--- config.mk ---
export PLATFORM = sky130hd
export DESIGN_NAME = move_machine
export DESIGN_NICKNAME = d
export VERILOG_FILES = /design/src/rtl/move_cpu_pkg.sv /design/src/rtl/move_alu.sv /design/src/rtl/move_ctrl.sv /design/src/rtl/move_regmap.sv /design/src/rtl/move_machine.sv
export SDC_FILE = /design/constraint.sdc
export NUM_CORES = 1
export LEC_CHECK = 0
export ABC_CLOCK_PERIOD_IN_PS = 8300
export BUFFER_PORTS_ARGS = -buffer_cell sky130_fd_sc_hd__buf_2
export CORE_MARGIN = 1.5
export CORE_UTILIZATION = 60
export DETAILED_ROUTE_END_ITERATION = 7
export HOLD_SLACK_MARGIN = 0.05
export PLACE_DENSITY = 0.78
export SLEW_MARGIN = 10
export SYNTH_ARGS = -nofsm -noshare
export SYNTH_HDL_FRONTEND = slang
export SYNTH_SLANG_ARGS = --single-unit
export TNS_END_PERCENT = 5
--- constraint.sdc ---
create_clock -name clk_i -period 8.3 [get_ports clk_i]
set_input_delay 0 -clock clk_i [delete_from_list [all_inputs] [get_ports clk_i]]
set_output_delay 0 -clock clk_i [all_outputs]
set_load 0.005 [all_outputs]
--- src/rtl/move_cpu_pkg.sv ---
package move_cpu_pkg;
  localparam int AW = 12;
  localparam int DW = 4;

  localparam logic [AW-1:0] ADR_A    = 12'h010;
  localparam logic [AW-1:0] ADR_B    = 12'h011;
  localparam logic [AW-1:0] ADR_MODE = 12'h012;
  localparam logic [AW-1:0] ADR_RES  = 12'h013;
  localparam logic [AW-1:0] ADR_STAT = 12'h014;
  localparam logic [AW-1:0] ADR_PC2  = 12'h015;
  localparam logic [AW-1:0] ADR_PC1  = 12'h016;
  localparam logic [AW-1:0] ADR_PC0  = 12'h017;

  localparam int FLG_C = 0;
  localparam int FLG_Z = 1;
  localparam int FLG_N = 2;
  localparam int FLG_V = 3;

  typedef enum logic [3:0] {
    OP_ADD, OP_ADDC, OP_SUB, OP_SUBB, OP_AND, OP_OR, OP_XOR, OP_NOT,
    OP_CMP, OP_SHL, OP_SHR, OP_SHRA, OP_ROL, OP_ROR, OP_ROLC, OP_RORC
  } alu_op_e;

  typedef enum logic [2:0] {
    ST_S2, ST_S1, ST_S0, ST_D2, ST_D1, ST_D0, ST_RD, ST_WR
  } phase_e;
endpackage

--- src/rtl/move_alu.sv ---
module move_alu
  import move_cpu_pkg::*;
(
  input  logic [DW-1:0] a_i,
  input  logic [DW-1:0] b_i,
  input  logic          cin_i,
  input  alu_op_e       op_i,
  output logic [DW-1:0] res_o,
  output logic [DW-1:0] flags_o,
  output logic          res_upd_o
);
  logic [DW:0]   sum;
  logic [DW-1:0] res;
  logic          c, v;

  always_comb begin
    sum       = '0;
    res       = a_i;
    c         = 1'b0;
    v         = 1'b0;
    res_upd_o = 1'b1;
    unique case (op_i)
      OP_ADD, OP_ADDC: begin
        sum = {1'b0, a_i} + {1'b0, b_i} + {{DW{1'b0}}, (op_i == OP_ADDC) & cin_i};
        res = sum[DW-1:0];
        c   = sum[DW];
        v   = (a_i[DW-1] == b_i[DW-1]) && (sum[DW-1] != a_i[DW-1]);
      end
      OP_SUB, OP_SUBB, OP_CMP: begin
        sum = {1'b0, a_i} - {1'b0, b_i} - {{DW{1'b0}}, (op_i == OP_SUBB) & cin_i};
        res = sum[DW-1:0];
        c   = sum[DW];
        v   = (a_i[DW-1] != b_i[DW-1]) && (sum[DW-1] != a_i[DW-1]);
        res_upd_o = (op_i != OP_CMP);
      end
      OP_AND:  res = a_i & b_i;
      OP_OR:   res = a_i | b_i;
      OP_XOR:  res = a_i ^ b_i;
      OP_NOT:  res = ~a_i;
      OP_SHL:  begin res = {a_i[DW-2:0], 1'b0};         c = a_i[DW-1]; end
      OP_SHR:  begin res = {1'b0, a_i[DW-1:1]};         c = a_i[0];    end
      OP_SHRA: begin res = {a_i[DW-1], a_i[DW-1:1]};    c = a_i[0];    end
      OP_ROL:  begin res = {a_i[DW-2:0], a_i[DW-1]};    c = a_i[DW-1]; end
      OP_ROR:  begin res = {a_i[0], a_i[DW-1:1]};       c = a_i[0];    end
      OP_ROLC: begin res = {a_i[DW-2:0], cin_i};        c = a_i[DW-1]; end
      OP_RORC: begin res = {cin_i, a_i[DW-1:1]};        c = a_i[0];    end
      default: res = a_i;
    endcase
  end

  assign res_o            = res;
  assign flags_o[FLG_C]   = c;
  assign flags_o[FLG_Z]   = (res == '0);
  assign flags_o[FLG_N]   = res[DW-1];
  assign flags_o[FLG_V]   = v;
endmodule

--- src/rtl/move_ctrl.sv ---
module move_ctrl
  import move_cpu_pkg::*;
#(
  parameter logic [AW-1:0] RESET_PC = 12'h020
) (
  input  logic          clk_i,
  input  logic          rst_ni,
  input  logic [DW-1:0] rdata_i,
  input  logic          pc_load_i,
  input  logic [AW-1:0] pc_value_i,
  output logic [AW-1:0] addr_o,
  output logic          wr_en_o,
  output logic [DW-1:0] wdata_o,
  output logic [AW-1:0] pc_o
);
  phase_e        phase_q;
  logic [AW-1:0] pc_q, src_q, dst_q;
  logic [DW-1:0] data_q;
  logic          fetch_src, fetch_dst;

  assign fetch_src = phase_q inside {ST_S2, ST_S1, ST_S0};
  assign fetch_dst = phase_q inside {ST_D2, ST_D1, ST_D0};

  always_comb begin
    if (phase_q == ST_RD)      addr_o = src_q;
    else if (phase_q == ST_WR) addr_o = dst_q;
    else                       addr_o = pc_q;
  end

  assign wr_en_o = (phase_q == ST_WR);
  assign wdata_o = data_q;
  assign pc_o    = pc_q;

  always_ff @(posedge clk_i or negedge rst_ni) begin
    if (!rst_ni) begin
      phase_q <= ST_S2;
      pc_q    <= RESET_PC;
      src_q   <= '0;
      dst_q   <= '0;
      data_q  <= '0;
    end else begin
      phase_q <= (phase_q == ST_WR) ? ST_S2 : phase_e'(phase_q + 3'd1);
      // address nybbles shift in most significant first
      if (fetch_src) src_q <= {src_q[AW-DW-1:0], rdata_i};
      if (fetch_dst) dst_q <= {dst_q[AW-DW-1:0], rdata_i};
      if (phase_q == ST_RD) data_q <= rdata_i;
      if (fetch_src || fetch_dst) pc_q <= pc_q + 1'b1;
      else if (pc_load_i)         pc_q <= pc_value_i;
    end
  end

  assert_fetch_step_R2: assert property (@(posedge clk_i) disable iff (!rst_ni)
    (phase_q inside {ST_S1, ST_S0, ST_D2, ST_D1, ST_D0}) |-> addr_o == $past(addr_o) + 12'd1);

  assert_we_single_R2: assert property (@(posedge clk_i) disable iff (!rst_ni)
    wr_en_o |=> !wr_en_o);

  assert_pc_hold_R10: assert property (@(posedge clk_i) disable iff (!rst_ni)
    (phase_q == ST_RD || (phase_q == ST_WR && !pc_load_i)) |=> $stable(pc_q));
endmodule

--- src/rtl/move_regmap.sv ---
module move_regmap
  import move_cpu_pkg::*;
#(
  parameter logic [AW-1:0] EXT_BASE = 12'h020
) (
  input  logic          clk_i,
  input  logic          rst_ni,
  input  logic [AW-1:0] addr_i,
  input  logic          wr_en_i,
  input  logic [DW-1:0] wdata_i,
  input  logic [AW-1:0] pc_i,
  input  logic [DW-1:0] ext_rdata_i,
  input  logic [DW-1:0] alu_res_i,
  input  logic [DW-1:0] alu_flags_i,
  input  logic          alu_upd_i,
  output logic [DW-1:0] rdata_o,
  output logic [DW-1:0] a_o,
  output logic [DW-1:0] b_o,
  output logic [DW-1:0] mode_o,
  output logic          cin_o,
  output logic          pc_load_o,
  output logic [AW-1:0] pc_value_o,
  output logic          ext_we_o
);
  logic [DW-1:0] a_q, b_q, mode_q, res_q, st_q, tgt2_q, tgt1_q;
  logic          internal;

  assign internal = (addr_i < EXT_BASE);

  always_comb begin
    if (addr_i[AW-1:DW] == '0) rdata_o = addr_i[DW-1:0];
    else if (addr_i == ADR_A)    rdata_o = a_q;
    else if (addr_i == ADR_B)    rdata_o = b_q;
    else if (addr_i == ADR_MODE) rdata_o = mode_q;
    else if (addr_i == ADR_RES)  rdata_o = res_q;
    else if (addr_i == ADR_STAT) rdata_o = st_q;
    else if (addr_i == ADR_PC2)  rdata_o = pc_i[3*DW-1:2*DW];
    else if (addr_i == ADR_PC1)  rdata_o = pc_i[2*DW-1:DW];
    else if (addr_i == ADR_PC0)  rdata_o = pc_i[DW-1:0];
    else if (internal)           rdata_o = '0;
    else                         rdata_o = ext_rdata_i;
  end

  always_ff @(posedge clk_i or negedge rst_ni) begin
    if (!rst_ni) begin
      a_q <= '0; b_q <= '0; mode_q <= '0; res_q <= '0;
      st_q <= '0; tgt2_q <= '0; tgt1_q <= '0;
    end else if (wr_en_i) begin
      unique case (addr_i)
        ADR_A:    a_q    <= wdata_i;
        ADR_B:    b_q    <= wdata_i;
        ADR_RES:  res_q  <= wdata_i;
        ADR_STAT: st_q   <= wdata_i;
        ADR_PC2:  tgt2_q <= wdata_i;
        ADR_PC1:  tgt1_q <= wdata_i;
        ADR_MODE: begin
          mode_q <= wdata_i;
          st_q   <= alu_flags_i;
          if (alu_upd_i) res_q <= alu_res_i;
        end
        default: ;
      endcase
    end
  end

  assign a_o        = a_q;
  assign b_o        = b_q;
  assign mode_o     = mode_q;
  assign cin_o      = st_q[FLG_C];
  assign pc_load_o  = wr_en_i && (addr_i == ADR_PC0);
  assign pc_value_o = {tgt2_q, tgt1_q, wdata_i};
  assign ext_we_o   = wr_en_i && !internal;

  assert_res_hold_R5: assert property (@(posedge clk_i) disable iff (!rst_ni)
    !(wr_en_i && (addr_i == ADR_RES || addr_i == ADR_MODE)) |=> $stable(res_q));

  assert_cmp_keep_R8: assert property (@(posedge clk_i) disable iff (!rst_ni)
    (wr_en_i && addr_i == ADR_MODE && wdata_i == OP_CMP) |=> $stable(res_q));

  assert_stat_hold_R5: assert property (@(posedge clk_i) disable iff (!rst_ni)
    !(wr_en_i && (addr_i == ADR_STAT || addr_i == ADR_MODE)) |=> $stable(st_q));
endmodule

--- src/rtl/move_machine.sv ---
module move_machine
  import move_cpu_pkg::*;
#(
  parameter logic [AW-1:0] RESET_PC = 12'h020,
  parameter logic [AW-1:0] EXT_BASE = 12'h020
) (
  input  logic          clk_i,
  input  logic          rst_ni,
  output logic [11:0]   mem_addr_o,
  output logic          mem_we_o,
  output logic [3:0]    mem_wdata_o,
  input  logic [3:0]    mem_rdata_i
);
  logic [AW-1:0] bus_addr, pc, pc_value;
  logic [DW-1:0] rdata, wdata, a, b, mode, alu_res, alu_flags;
  logic          wr_en, pc_load, cin, alu_upd;

  move_ctrl #(.RESET_PC(RESET_PC)) u_ctrl (
    .clk_i, .rst_ni,
    .rdata_i(rdata), .pc_load_i(pc_load), .pc_value_i(pc_value),
    .addr_o(bus_addr), .wr_en_o(wr_en), .wdata_o(wdata), .pc_o(pc)
  );

  move_regmap #(.EXT_BASE(EXT_BASE)) u_regmap (
    .clk_i, .rst_ni,
    .addr_i(bus_addr), .wr_en_i(wr_en), .wdata_i(wdata), .pc_i(pc),
    .ext_rdata_i(mem_rdata_i), .alu_res_i(alu_res), .alu_flags_i(alu_flags),
    .alu_upd_i(alu_upd), .rdata_o(rdata), .a_o(a), .b_o(b), .mode_o(mode),
    .cin_o(cin), .pc_load_o(pc_load), .pc_value_o(pc_value), .ext_we_o(mem_we_o)
  );

  // ALU evaluates the nybble being written, which is the new mode on a mode write
  move_alu u_alu (
    .a_i(a), .b_i(b), .cin_i(cin), .op_i(alu_op_e'(wdata)),
    .res_o(alu_res), .flags_o(alu_flags), .res_upd_o(alu_upd)
  );

  assign mem_addr_o  = bus_addr;
  assign mem_wdata_o = wdata;

  assert_ext_we_R12: assert property (@(posedge clk_i) disable iff (!rst_ni)
    mem_we_o |-> mem_addr_o >= EXT_BASE);

  assert_mode_visible_R4: assert property (@(posedge clk_i) disable iff (!rst_ni)
    (wr_en && bus_addr == ADR_MODE) |=> mode == $past(wdata));
endmodule

# [Yosys cells after proc, flatten, opt, wreduce, memory -nomap -nowiden]
# Index checks and enable logic that the tools add are counted.
[totals] register_bits=71 latch_bits=0 ram_bits=0 romBits=0 out_inout_bits=17 elab_cells=109 mem_count=0
[op_classes] addsub=6 multipliers=0 n_div=0 magnitude_cmp=1 n_eq_ne=36 n_shift=0 mux=22 n_bitwise=6 n_reduce_logical=26
[ops] cell="$eq A12 B5 Y1 const B" n=8
[ops] cell="$pmux W4 S13" n=1
[ops] cell="$mux W12" n=4
[ops] cell="$mux W4" n=11
[ops] cell="$eq A4 B4 Y1 const B" n=8
[ops] cell="$eq A4 B3 Y1 const B" n=4
[ops] cell="$pmux W4 S2" n=2
[ops] cell="$add A12 B1 Y12 const B" n=1
[ops] cell="$eq A3 B3 Y1 const B" n=4
[ops] cell="$lt A12 B6 Y1 const B" n=1
[ops] cell="$reduce_and A2 Y1" n=6
[ops] cell="$eq A4 B2 Y1 const B" n=2
[ops] cell="$logic_not A4 Y1" n=2
[ops] cell="$logic_not A8 Y1" n=1
[ops] cell="$eq A3 B2 Y1 const B" n=2
[ops] cell="$reduce_bool A2 Y1" n=3
[ops] cell="$reduce_bool A3 Y1" n=2
[ops] cell="$reduce_or A3 Y1" n=2
[ops] cell="$add A4 B4 Y5" n=1
[ops] cell="$add A5 B1 Y5" n=1
[ops] cell="$sub A4 B4 Y5" n=1
[ops] cell="$sub A5 B1 Y5" n=1
[ops] cell="$and A4 B4 Y4" n=1
[ops] cell="$eq A4 B1 Y1 const B" n=1
[ops] cell="other kinds (21)" n=27

# [Longest topological paths before layout]
# Gate-level depths: netlist of the first run.
[depth] depth_word=14 mapped_depth=14

# [Cells and area by module]
# A second synthesis of the first run with hierarchy kept.
[unflattened] cells_unflattened=499 hier_area_um2=4904.7
[by_module_without_submodules] mod="move_ctrl" n_inst=1 cells_each=200 area_each_um2=2173.3 seq_area_each_um2=1077.3
[by_module_without_submodules] mod="move_regmap" n_inst=1 cells_each=161 area_each_um2=1740.4 seq_area_each_um2=700.7
[by_module_without_submodules] mod="move_alu" n_inst=1 cells_each=138 area_each_um2=991.0 seq_area_each_um2=0.0

# [Worst setup path after synthesis of the first run]
# OpenSTA, ideal clock, no wires.
[synth_path] path_kind="register to register" start="register u_ctrl.data_q[0], in the netlist u_ctrl.wdata_o[0]" end="register u_regmap.res_q[3]" setup_time_ps=125 t_arrival_ps=3298 required_time_ps=8175 path_slack_ps=4877 stages_incl_launch_ff=13 n_path_buf=3 path_cell_list="dfrtp_1 -> clkbuf_1 -> clkbuf_1 -> clkbuf_1 -> nand3_1 -> fa_1 -> ha_1 -> a211oi_1 -> xor2_1 -> nor2_1 -> o32a_1 -> mux2_2 -> mux2_2"
[synth_between] elab_chain_cells=6 elab_cells_between_ends=29 cone_classes="add/sub (2); eq/ne (17); mux (4); bitwise (2); reduce/logical (4)"
[synth_rtl] item="start: declaration" line="move_ctrl.sv:18" rtl="logic [DW-1:0] data_q;"
[synth_rtl] item="start signal: assignment" line="move_ctrl.sv:46" rtl="if (phase_q == ST_RD) data_q <= rdata_i;"
[synth_rtl] item="$eq A4 B2 Y1 / $eq A4 B1 Y1 (equally long branches)" line="move_alu.sv:22, move_alu.sv:30, move_alu.sv:24"
[synth_rtl] item="$and A1 B1 Y1, on equally long branches" line="move_alu.sv:30, move_alu.sv:24"
[synth_rtl] item="$sub A5 B1 Y5 / $add A5 B1 Y5 (equally long branches)" line="move_alu.sv:30, move_alu.sv:24"
[synth_rtl] item="$pmux W4 S13" line="move_alu.sv:22" rtl="unique case (op_i)"
[synth_rtl] item="$mux W4" line="move_regmap.sv:59" rtl="if (alu_upd_i) res_q <= alu_res_i;"
[synth_rtl] item="$pmux W4 S2" line="move_regmap.sv:49" rtl="unique case (addr_i)"
[synth_rtl] item="end signal: assignment" line="move_regmap.sv:52" rtl="ADR_RES: res_q <= wdata_i;"
[synth_rtl] item="end signal: assignment" line="move_regmap.sv:59"
[synth_rtl] item="end: declaration" line="move_regmap.sv:25" rtl="logic [DW-1:0] a_q, b_q, mode_q, res_q, st_q, tgt2_q, tgt1_q;"
# Parallel ways exist; a longest one is shown, timed or not. The select of a mux whose other input is x is not followed.
# A chain may end at the register's enable or synchronous reset.

# [Final worst setup path of the first run]
[layout_path] start="register u_ctrl.phase_q[2]" end="register u_regmap.res_q[3]"
[layout_between] elab_chain_cells=6 elab_cells_between_ends=10 cone_classes="eq/ne (5); mux (3); reduce/logical (2)"
[layout_rtl] item="start: declaration" line="move_ctrl.sv:16" rtl="phase_e phase_q;"
[layout_rtl] item="start signal: assignment" line="move_ctrl.sv:42" rtl="phase_q <= (phase_q == ST_WR) ? ST_S2 : phase_e'(phase_q + 3'd1);"
[layout_rtl] item="$eq A3 B3 Y1" line="move_ctrl.sv:26, move_ctrl.sv:30"
[layout_rtl] item="$mux W12" line="move_ctrl.sv:26" rtl="else if (phase_q == ST_WR) addr_o = dst_q;"
[layout_rtl] item="$mux W12" line="move_ctrl.sv:25" rtl="if (phase_q == ST_RD) addr_o = src_q;"
[layout_rtl] item="$eq A12 B5 Y1" line="move_regmap.sv:49"
[layout_rtl] item="$ne A2 B2 Y1 (no line) / $reduce_bool A2 Y1 (equally long branches)"
[layout_rtl] item="$reduce_and A3 Y1 (no line)"
# Parallel ways exist; a longest one is shown, timed or not.

==> flow_summary.rst, run 1 <==
.. list-table::
   :header-rows: 1

   * - Metric
     - Value
   * - Post-route minimum period
     - ~4.3 ns
   * - Detail Route Antenna Nets
     - 0
   * - Total Neg Setup Slack
     - 0 ns
   * - Measured slew at the worst slew-check pin
     - between 0.8 and 0.9 ns
   * - Share of the clock period used by the worst path
     - 0.512
   * - Post-synth EDFFs
     - 0
   * - First-pass GRT wire length
     - between 20000 and 25000 um
   * - Setup repair after global routing missed its margin
     - no
   * - GPL Wtd Cong
     - roughly 0.94
   * - Clock-pin slew on the worst setup and hold paths
     - roughly 0.070 ns
   * - Post-route clock skew
     - 0.0142 ns
   * - Core region area
     - approximately 0.008 mm^2
   * - Category of the worst setup path capture point
     - register
   * - Share of the synthesized area in the top cell type
     - 0.344
   * - Arrival @ worst endpoint
     - roughly 4.5 ns
   * - Number of post-CTS setup repair buffers
     - 0
   * - Flip-flop and latch count after synthesis
     - 71
   * - Number of inserted diodes
     - 0
   * - Via count
     - ~4300
   * - Highest attainable clock frequency
     - 235 MHz
   * - Port Buffers
     - 22
   * - Top-count cell post-synth
     - dfrtp_1
   * - Minimum hold slack
     - roughly 0.20 ns
   * - Clock buffer depth
     - 2
   * - Cells after Synth
     - about 530
   * - Layout area overhead
     - 6.96%
   * - Headroom to the max-slew limit
     - 0.404
   * - Fin cells
     - between 600 and 700
   * - Post-route setup slack
     - slightly above 4 ns
   * - Min-Delay Path Class
     - primary input to register
   * - Cell area after layout
     - between 0.005 and 0.006 mm^2
   * - Setup slack at placement
     - just over 4 ns
   * - Synthesized Nets
     - around 560
   * - Number of distinct library cells after synthesis
     - 75
   * - WS Path Type
     - register to register
   * - Global-route total usage across every layer
     - 0.325
   * - Final count of hold timing violations
     - 0
   * - Antenna violations before repair
     - 0
   * - Pwr/cell area
     - about 130 mW/mm^2
   * - Number of iterations in the first detailed-routing pass
     - 5
   * - Cell chosen for the clock root
     - clkbuf_8
   * - Max Slew Vio Count
     - 0
   * - Leakage Power
     - ~2.4 nW
   * - Number of sinks driven by the clock tree
     - 71
   * - Number of buffers inserted during clock tree synthesis
     - 9
   * - Filler instances
     - 647
   * - Routed length per placed instance
     - between 20 and 25 um
   * - Data required, critical path
     - between 8 and 9 ns
   * - Wire length after detailed routing
     - 13700 um
   * - Num ports
     - 23
   * - Most instantiated cells after synthesis
     - dfrtp_1 (70), mux2_2 (50), inv_1 (36), clkbuf_1 (29), mux2i_1 (27)
   * - Outcome
     - finished clean
   * - Final setup viols
     - 0
   * - Area of the die
     - 0.00904 mm^2
   * - Post-Place Cell Area
     - between 0.005 and 0.006 mm^2
   * - Placed cell count
     - between 600 and 700
   * - Starting density of the core
     - 0.619
   * - Area contributors post-synth
     - dfrtp_1 (34%), mux2_2 (11%), mux2i_1 (5.3%)
   * - Die outline height
     - between 90 and 100 um
   * - Share of synthesized flip-flops with an asynchronous set or reset
     - 1.00
   * - Vias in the first global route
     - ~4100
   * - X dimension of the die
     - about 95 um
   * - Proportion of layout cells with a drive suffix above 1
     - 0.214
   * - Ys Warns
     - 0
   * - Largest driver fanout on the critical path
     - 18
   * - Post-synthesis instance area
     - roughly 0.005 mm^2
   * - Synthesized area per cell
     - approximately 9.5 um^2
   * - Number of H-tree levels
     - 3
   * - Max_cap viols
     - 0
   * - HPWL reported at the end of detailed placement
     - about 9800 um
   * - Number of core rows
     - 33
   * - Clock latency at the later pin of the worst-skew pair
     - roughly 0.35 ns
   * - Nature of the critical path startpoint
     - register
   * - Pin count of the biggest net entering global routing
     - 72
   * - Overall overflow remaining after global route
     - 0
   * - # nets final
     - between 500 and 600
   * - Vias per std cell
     - 6.67
   * - Sequential share of the synthesized area
     - 0.349
   * - Most used DFF post-synth
     - dfrtp_1
   * - Remaining design rule violation count
     - 0
   * - Worst VDD drop
     - approximately 0.08 mV
   * - Cell type contributing the most total cell area after synthesis
     - dfrtp_1
   * - CTS tree
     - done
   * - First DRT Iteration DRCs
     - 301
[cells by family (layout without fill, tap and decap cells)]
logic type               count (synthesis)  in the layout  share of synthesized area
AO/OA/AOI/OAI                          128            128                      0.176
XOR/XNOR                                 5              5                    0.00861
adder cells (fa/ha/maj)                 22             22                     0.0600
buffers and inverters                   85             90                     0.0745
flip-flops                              71             71                      0.349
multiplexers                            80             80                      0.176
AND/OR/NAND/NOR                        142            142                      0.156
[registers in the layout (all words and copies together), names as in the netlist]
register,cells
u_ctrl.dst_q,12
u_ctrl.pc_o,12
u_ctrl.src_q,12
u_ctrl.wdata_o,4
u_regmap.a_o,4
u_regmap.b_o,4
u_regmap.mode_o,4
u_regmap.res_q,4
u_regmap.st_q,4
u_regmap.tgt1_q,4
u_regmap.tgt2_q,4
u_ctrl.phase_q,3
[per-layer routing]
layer  wire length, um  share of wire  track usage
met1              5720           0.42        0.434
met2              6350           0.46        0.516
met3              1080          0.079       0.0566
met4               553          0.040        0.147
met5                 0              0            0
[critical path: stages, from the launching register on]
cell      delay (ns)
dfrtp_1         0.60
ha_1            0.47
mux2i_1         0.25
o21a_1          0.46
clkinv_1        0.61
nor4_1          0.65
and4_1          0.45
mux2_2          0.38
mux2_2          0.26
[power by group]
part,total [W],switching [W],internal (W)
registers,0.000347,0.000000346,0.000347
logic,0.0000371,0.0000260,0.0000111
clock network,0.000341,0.000133,0.000208
[metrics by stage]
stage               utilization  total power, W
floorplan                     -        0.000374
global placement          0.629        0.000389
detailed placement        0.629        0.000389
CTS                       0.662        0.000730
global route              0.662        0.000749
finish                    0.662        0.000725
[layout by cell type, fill, tap and decap left out, types with 5 or more instances in the layout]
cell      instances
nor2b_1          10
and3_1            8
clkbuf_8         10
nor2_1           25
o22ai_1           9
a21oi_1          24
buf_4             8
ha_1             18
mux2_2           50
nor3b_1           5
nand3_1          16
nand2b_1          7
inv_1            36
dfrtp_1          70
a31oi_1           9
a211oi_1          6
nor3_1           11
a22oi_1           7
mux2i_1          27
o21ai_0          14
buf_2            22
o31ai_1           7
nand2_1          24
nand4_1           7
o211ai_1         12
o21a_1            7
[worst paths after layout]
| kind | startpoint | end | slack [ns] | cells after the start |
|---|---|---|---|---|
| max | u_ctrl.phase_q[2] | u_regmap.res_q[3] | 4.05 | 8 |
| min | mem_rdata_i[0] | u_ctrl.wdata_o[0] | 0.20 | 4 |
| max reg2reg | u_ctrl.phase_q[2] | u_regmap.res_q[3] | 4.05 | 8 |
| min reg2reg | u_ctrl.phase_q[0] | u_ctrl.phase_q[0] | 0.49 | 1 |
| max in group asynchronous | rst_ni | u_regmap.mode_o[0] | 7.32 | 3 |
| min in group asynchronous | rst_ni | u_ctrl.src_q[11] | 0.38 | 3 |
[repair_timing]
item	CTS	global route
hold endpoints to repair	74	0
hold buffers	3	0
resized for setup	0	0
[cell type report]
cell class | instances | area [um^2] | area share
Inverter | 41 | 155 | 0.0285
Clock buffer | 11 | 141 | 0.0260
Clock inverter | 5 | 105 | 0.0193
Timing Repair Buffer | 33 | 200 | 0.0368
Tap cell | 105 | 131 | 0.0241
Multi-Input combinational cell | 377 | 2930 | 0.539
Sequential cell | 71 | 1780 | 0.327
Note: power is estimated with default switching activity, not from simulation.
==> inputs of run 2 (changes only) <==
--- a/config.mk
+++ b/config.mk
@@ -5,7 +5,7 @@
 export SDC_FILE = /design/constraint.sdc
 export NUM_CORES = 1
 export LEC_CHECK = 0
-export ABC_CLOCK_PERIOD_IN_PS = 8300
+export ABC_CLOCK_PERIOD_IN_PS = 4300
 export BUFFER_PORTS_ARGS = -buffer_cell sky130_fd_sc_hd__buf_2
 export CORE_MARGIN = 1.5
 export CORE_UTILIZATION = 60
==> constraint.sdc (replaced) <==
create_clock -name clk_i -period 4.3 [get_ports clk_i]
set_input_delay 0 -clock clk_i [delete_from_list [all_inputs] [get_ports clk_i]]
set_output_delay 0 -clock clk_i [all_outputs]
set_load 0.005 [all_outputs]
==> flow_summary.rst, run 2 (same netlist as run 1, synthesis figures left out) <==
.. list-table::
   :header-rows: 1

   * - Metric
     - Value
   * - Outcome
     - finished clean
   * - Internal Dissipation
     - roughly 0.0009 W
   * - Total Power Consumption
     - ~0.0013 W
   * - Commonest non-fill, non-tap cell in the layout
     - dfrtp_1
   * - Highest attainable clock frequency
     - approximately 270 MHz
   * - Core region area
     - between 0.008 and 0.009 mm^2
   * - Nature of the critical path startpoint
     - register
   * - Switching Fraction
     - 0.282
   * - Area of the multi-input gates
     - between 0.002 and 0.003 mm^2
   * - Max Slew Vio Count
     - 0
   * - R2r worst-path depth
     - 9
   * - Vias per std cell
     - around 6.7
   * - First-pass GRT wire length
     - about 22000 um
   * - Pwr/cell area
     - 234 mW/mm^2
   * - Cell chosen for the clock root
     - clkbuf_8
   * - Final count of hold timing violations
     - 0
   * - Total Neg Setup Slack
     - 0 ns
   * - Clock latency at the later pin of the worst-skew pair
     - between 0.3 and 0.4 ns
   * - Overall overflow remaining after global route
     - 0
   * - Worst Hold Path Cells
     - 4
   * - Antenna violations before repair
     - 0
   * - Commonest cells after routing, fill and taps aside
     - dfrtp_1 (70), mux2_2 (50), inv_1 (36), mux2i_1 (27), nor2_1 (25)
   * - Clock share of power
     - 0.416
   * - # nets final
     - around 570
   * - Combinational Power Share
     - 0.056
   * - Min-Delay Path Class
     - primary input to register
   * - Number of core rows
     - 33
   * - Post-route minimum period
     - about 3.8 ns
   * - Startpoint of the most critical register-to-register path
     - u_ctrl.phase_q[2]
   * - Category of the worst setup path capture point
     - register
   * - Share of the clock period used by the worst path
     - 0.872
   * - CTS tree
     - done
   * - Port Buffers
     - 22
   * - Leakage Power
     - roughly 2.4 nW
   * - Detail Route Antenna Nets
     - 0
   * - Number of H-tree levels
     - 3
   * - Largest driver fanout on the critical path
     - 17
   * - Number of post-CTS setup repair buffers
     - 0
   * - Starting density of the core
     - 0.619
   * - HPWL reported at the end of detailed placement
     - about 9600 um
   * - Via count
     - 4372
   * - Measured slew at the worst slew-check pin
     - 0.916 ns
   * - Pin count of the biggest net entering global routing
     - 72
   * - Proportion of layout cells with a drive suffix above 1
     - 0.223
   * - Headroom to the max-slew limit
     - 0.390
   * - WS Path Type
     - register to register
   * - Seq. cell area
     - between 0.0015 and 0.002 mm^2
   * - Filler instances
     - ~640
   * - Final setup viols
     - 0
   * - Max_cap viols
     - 0
   * - Number of inserted diodes
     - 0
   * - Area of the die
     - between 0.009 and 0.01 mm^2
   * - Arrival @ worst endpoint
     - 4.01 ns
   * - X dimension of the die
     - about 95 um
   * - WHS Endpoint
     - u_ctrl.wdata_o[0]
   * - Layout area overhead
     - 6.49%
   * - Wire length after detailed routing
     - between 10000 and 15000 um
   * - Setup repair after global routing missed its margin
     - no
   * - Hold path startpoint
     - mem_rdata_i[0]
   * - Clock-pin slew on the worst setup and hold paths
     - 0.09 ns
   * - Die outline height
     - 95.1 um
   * - Num ports
     - 23
   * - Clock buffer depth
     - 2
   * - Vias in the first global route
     - around 4000
   * - Number of buffers inserted during clock tree synthesis
     - 9
   * - Net load switching power
     - approximately 0.00036 W
   * - Worst VDD drop
     - about 0.11 mV
   * - Routed length per placed instance
     - ~21 um
   * - GPL Wtd Cong
     - around 0.98
   * - Number of iterations in the first detailed-routing pass
     - 5
   * - Post-route clock skew
     - around 0.0060 ns
   * - Global-route total usage across every layer
     - 0.323
   * - Remaining design rule violation count
     - 0
   * - First DRT Iteration DRCs
     - 335
   * - Sequential share of power
     - 0.528
   * - Number of sinks driven by the clock tree
     - a little over 70
   * - Final design utilization
     - 0.660
   * - RR Endpoint
     - u_ctrl.pc_o[3]
   * - Data required, critical path
     - around 4.6 ns
   * - Register-to-register path setup slack
     - between 0.5 and 0.6 ns
==> run 2: cell count changes in the layout (fill, tap and decap cells not counted), sizes merged <==
cell	change
buf	+5
clkbuf	-2
bufinv	-3
inv	+4
clkinv	+1
==> run 2: critical path, stage by stage, from the launching register on <==
cell and delay (ns):
dfrtp_1 0.63, ha_1 0.55, mux2i_1 0.14, o21a_1 0.36, clkinv_1 0.12, buf_4 0.23
nand2_1 0.07, or4_1 0.73, or2_0 0.48, o221a_1 0.32
==> run 2: worst max-delay path by stage <==
stage                 startpoint                end  slack, ns  depth (start not counted)
6_report       u_ctrl.phase_q[2]     u_ctrl.pc_o[3]       0.55                          9
5_1_grt        u_ctrl.phase_q[2]     u_ctrl.pc_o[2]       0.34                          9
4_1_cts        u_ctrl.phase_q[2]     u_ctrl.pc_o[3]       0.63                          9
3_5_place_dp   u_ctrl.phase_q[2]     u_ctrl.pc_o[3]       0.66                          9
3_3_place_gp   u_ctrl.phase_q[2]     u_ctrl.pc_o[4]       0.73                          9
2_1_floorplan  u_ctrl.wdata_o[0]  u_regmap.res_q[3]       0.88                         12
==> run 2: repair_timing <==
item	4_1_cts	5_1_grt
resized for setup	0	0
hold endpoints to repair	74	0
hold buffers	3	0
==> run 2: final cells by class <==
type,count,share of cell area
clock buffer,9,0.0229
clock inverter,7,0.0113
inverter,41,0.0286
multi-input combinational,377,0.541
sequential,71,0.328
tap,105,0.0242
timing repair buffer,38,0.0439
==> run 2: routing by layer <==
metal  up-vias  GRT usage  wire (um)
met4         0      0.158        522
met2       247      0.508       6360
met1      2113      0.433       5900
met5         -          0          0
met3        50     0.0518       1120
li1       1962          -          -
==> run 2: power groups by stage <==
stage          sequential (W)  clock, W  combinational [W]
2_1_floorplan        0.000684         0          0.0000387
3_3_place_gp         0.000683         0          0.0000665
3_5_place_dp         0.000683         0          0.0000681
4_1_cts              0.000670  0.000529          0.0000703
5_1_grt              0.000670  0.000558          0.0000778
6_report             0.000670  0.000527          0.0000713
==> run 2: metrics by stage <==
| stage | std cells | hold WS, ns | setup slack [ns] | instance area (um^2) |
|---|---|---|---|---|
| floorplan | 533 | -0.296 | 0.877 | 5090 |
| global placement | 629 | 0.257 | 0.731 | 5200 |
| detailed placement | 629 | 0.270 | 0.663 | 5200 |
| CTS | 648 | 0.178 | 0.632 | 5420 |
| global route | 648 | 0.203 | 0.342 | 5420 |
| finish | 648 | 0.178 | 0.549 | 5420 |
==> inputs of run 3 (changes only) <==
--- a/config.mk
+++ b/config.mk
@@ -6,10 +6,11 @@
 export NUM_CORES = 1
 export LEC_CHECK = 0
 export ABC_CLOCK_PERIOD_IN_PS = 4300
-export BUFFER_PORTS_ARGS = -buffer_cell sky130_fd_sc_hd__buf_2
+export BUFFER_PORTS_ARGS = -buffer_cell sky130_fd_sc_hd__buf_4
 export CORE_MARGIN = 1.5
 export CORE_UTILIZATION = 60
 export DETAILED_ROUTE_END_ITERATION = 7
+export GPL_TIMING_DRIVEN = 0
 export HOLD_SLACK_MARGIN = 0.05
 export PLACE_DENSITY = 0.78
 export SLEW_MARGIN = 10
==> flow_summary.rst, run 3 (same netlist as run 1, synthesis figures left out) <==
.. list-table::
   :header-rows: 1

   * - Metric
     - Value
   * - Post-route minimum period
     - between 4 and 5 ns
   * - Num ports
     - 23
   * - HPWL reported at the end of detailed placement
     - between 10000 and 15000 um
   * - Hold path startpoint
     - mem_rdata_i[0]
   * - Via count
     - approximately 4500
   * - Core region area
     - between 0.008 and 0.009 mm^2
   * - X dimension of the die
     - roughly 95 um
   * - Category of the worst setup path capture point
     - register
   * - Number of sinks driven by the clock tree
     - 71
   * - Commonest cells after routing, fill and taps aside
     - dfrtp_1 (70), mux2_2 (50), inv_1 (36), clkbuf_1 (28), mux2i_1 (27)
   * - Setup repair after global routing missed its margin
     - no
   * - Cell chosen for the clock root
     - clkbuf_8
   * - Max_cap viols
     - 0
   * - Post-route clock skew
     - ~0.013 ns
   * - Area of the die
     - ~0.0090 mm^2
   * - First-pass GRT wire length
     - between 20000 and 25000 um
   * - Number of core rows
     - 33
   * - Min-Delay Path Class
     - primary input to register
   * - Proportion of layout cells with a drive suffix above 1
     - 0.214
   * - Number of H-tree levels
     - 3
   * - Global-route total usage across every layer
     - 0.352
   * - WHS Endpoint
     - u_ctrl.wdata_o[0]
   * - Measured slew at the worst slew-check pin
     - approximately 0.9 ns
   * - Leakage Power
     - 2.43 nW
   * - R2r worst-path depth
     - 12
   * - Minimum hold slack
     - between 0.15 and 0.2 ns
   * - Pwr/cell area
     - approximately 230 mW/mm^2
   * - Vias per std cell
     - about 6.7
   * - # nets final
     - around 600
   * - Pin count of the biggest net entering global routing
     - between 70 and 80
   * - Commonest non-fill, non-tap cell in the layout
     - dfrtp_1
   * - Headroom to the max-slew limit
     - 0.399
   * - Outcome
     - finished clean
   * - WS Path Type
     - register to register
   * - Startpoint of the most critical register-to-register path
     - u_ctrl.wdata_o[0]
   * - Die outline height
     - 95.1 um
   * - RR Endpoint
     - u_regmap.res_q[3]
   * - Worst VDD drop
     - approximately 0.2 mV
   * - Number of inserted diodes
     - 0
   * - Share of the clock period used by the worst path
     - 0.942
   * - Worst Hold Path Cells
     - 4
   * - Max Slew Vio Count
     - 0
   * - Number of buffers inserted during clock tree synthesis
     - 9
   * - Nature of the critical path startpoint
     - register
   * - GPL Wtd Cong
     - 0.958
   * - Final count of hold timing violations
     - 0
   * - Clock buffer depth
     - 2
   * - Starting density of the core
     - 0.619
   * - Data required, critical path
     - between 4 and 5 ns
   * - Arrival @ worst endpoint
     - 4.30 ns
   * - Detail Route Antenna Nets
     - 0
   * - Clock latency at the later pin of the worst-skew pair
     - 0.37 ns
   * - Register-to-register path setup slack
     - 0.25 ns
   * - Number of iterations in the first detailed-routing pass
     - 5
   * - First DRT Iteration DRCs
     - 408
   * - Overall overflow remaining after global route
     - 0
   * - Highest attainable clock frequency
     - 247 MHz
   * - Routed length per placed instance
     - roughly 22 um
   * - Total Neg Setup Slack
     - 0 ns
   * - Wire length after detailed routing
     - between 15000 and 20000 um
   * - Remaining design rule violation count
     - 0
   * - Final setup viols
     - 0
   * - CTS tree
     - done
   * - Largest driver fanout on the critical path
     - 10
   * - Antenna violations before repair
     - 0
   * - Vias in the first global route
     - 4327
   * - Port Buffers
     - 22
   * - Clock-pin slew on the worst setup and hold paths
     - approximately 0.09 ns
   * - Layout area overhead
     - 10.4%
==> run 3: layer usage <==
| layer | vias to the layer above | global-route usage | share of wire | routed length [um] |
|---|---|---|---|---|
| li1 | 2025 | - | - | - |
| met2 | 245 | 0.546 | 0.46 | 6930 |
| met4 | 0 | 0.150 | 0.030 | 456 |
| met1 | 2220 | 0.486 | 0.43 | 6460 |
| met3 | 38 | 0.0590 | 0.083 | 1250 |
| met5 | - | 0 | 0 | 0 |
==> run 3: worst max-delay path, cell delays in order (launching register included) <==
cell      delay, ns
dfrtp_1        0.39
clkbuf_1       0.34
clkbuf_2       0.31
clkbuf_2       0.31
nand3_1        0.13
fa_1           0.42
ha_1           0.28
a211oi_1       0.44
xor2_1         0.25
nor2_1         0.08
o32a_1         0.41
mux2_2         0.30
mux2_2         0.27
==> run 3: repair_timing <==
item                                    in CTS  in global routing
endpoints found under the setup margin       1                  1
buffers inserted                             0                  0
hold buffers                                 3                  0
resized for setup                            1                  2
endpoints found under the hold margin       74                  0
==> run 3: how the worst max path moves through the flow <==
stage	start	end	slack, ns
2_1_floorplan	u_ctrl.wdata_o[0]	u_regmap.res_q[3]	0.88
3_3_place_gp	u_ctrl.wdata_o[0]	u_regmap.res_q[3]	0.08
3_5_place_dp	u_ctrl.wdata_o[0]	u_regmap.res_q[3]	0.03
4_1_cts	u_ctrl.wdata_o[0]	u_regmap.res_q[3]	0.18
5_1_grt	u_ctrl.wdata_o[0]	u_regmap.res_q[3]	0.10
6_report	u_ctrl.wdata_o[0]	u_regmap.res_q[3]	0.25
==> run 3: through the flow <==
| step | setup WS, ns | utilization | area (um^2) | cells | power, W |
|---|---|---|---|---|---|
| floorplan | 0.877 | - | 5090 | 533 | 0.000723 |
| global placement | 0.0818 | 0.655 | 5390 | 660 | 0.000759 |
| detailed placement | 0.0265 | 0.655 | 5390 | 660 | 0.000759 |
| CTS | 0.177 | 0.683 | 5620 | 679 | 0.00130 |
| global route | 0.101 | 0.684 | 5620 | 679 | 0.00134 |
| finish | 0.250 | 0.684 | 5620 | 679 | 0.00130 |
==> run 3: layout make-up <==
cell class | count | area (um^2)
inverters | 41 | 155
clock inverters | 6 | 71.3
repair buffers | 25 | 195
well taps | 105 | 131
clock buffers | 10 | 128
fillers | 684 | 2600
multi-input cells | 377 | 2930
plain buffers | 44 | 226
flip-flops and latches | 71 | 1780
==> run 3: report_power, final <==
| group | internal (W) | total (W) | leakage, nW | switching [W] |
|---|---|---|---|---|
| clock | 0.000271 | 0.000549 | 0.0927 | 0.000278 |
| sequential | 0.000669 | 0.000672 | 0.896 | 0.00000319 |
| combinational | 0.0000256 | 0.0000773 | 1.45 | 0.0000518 |
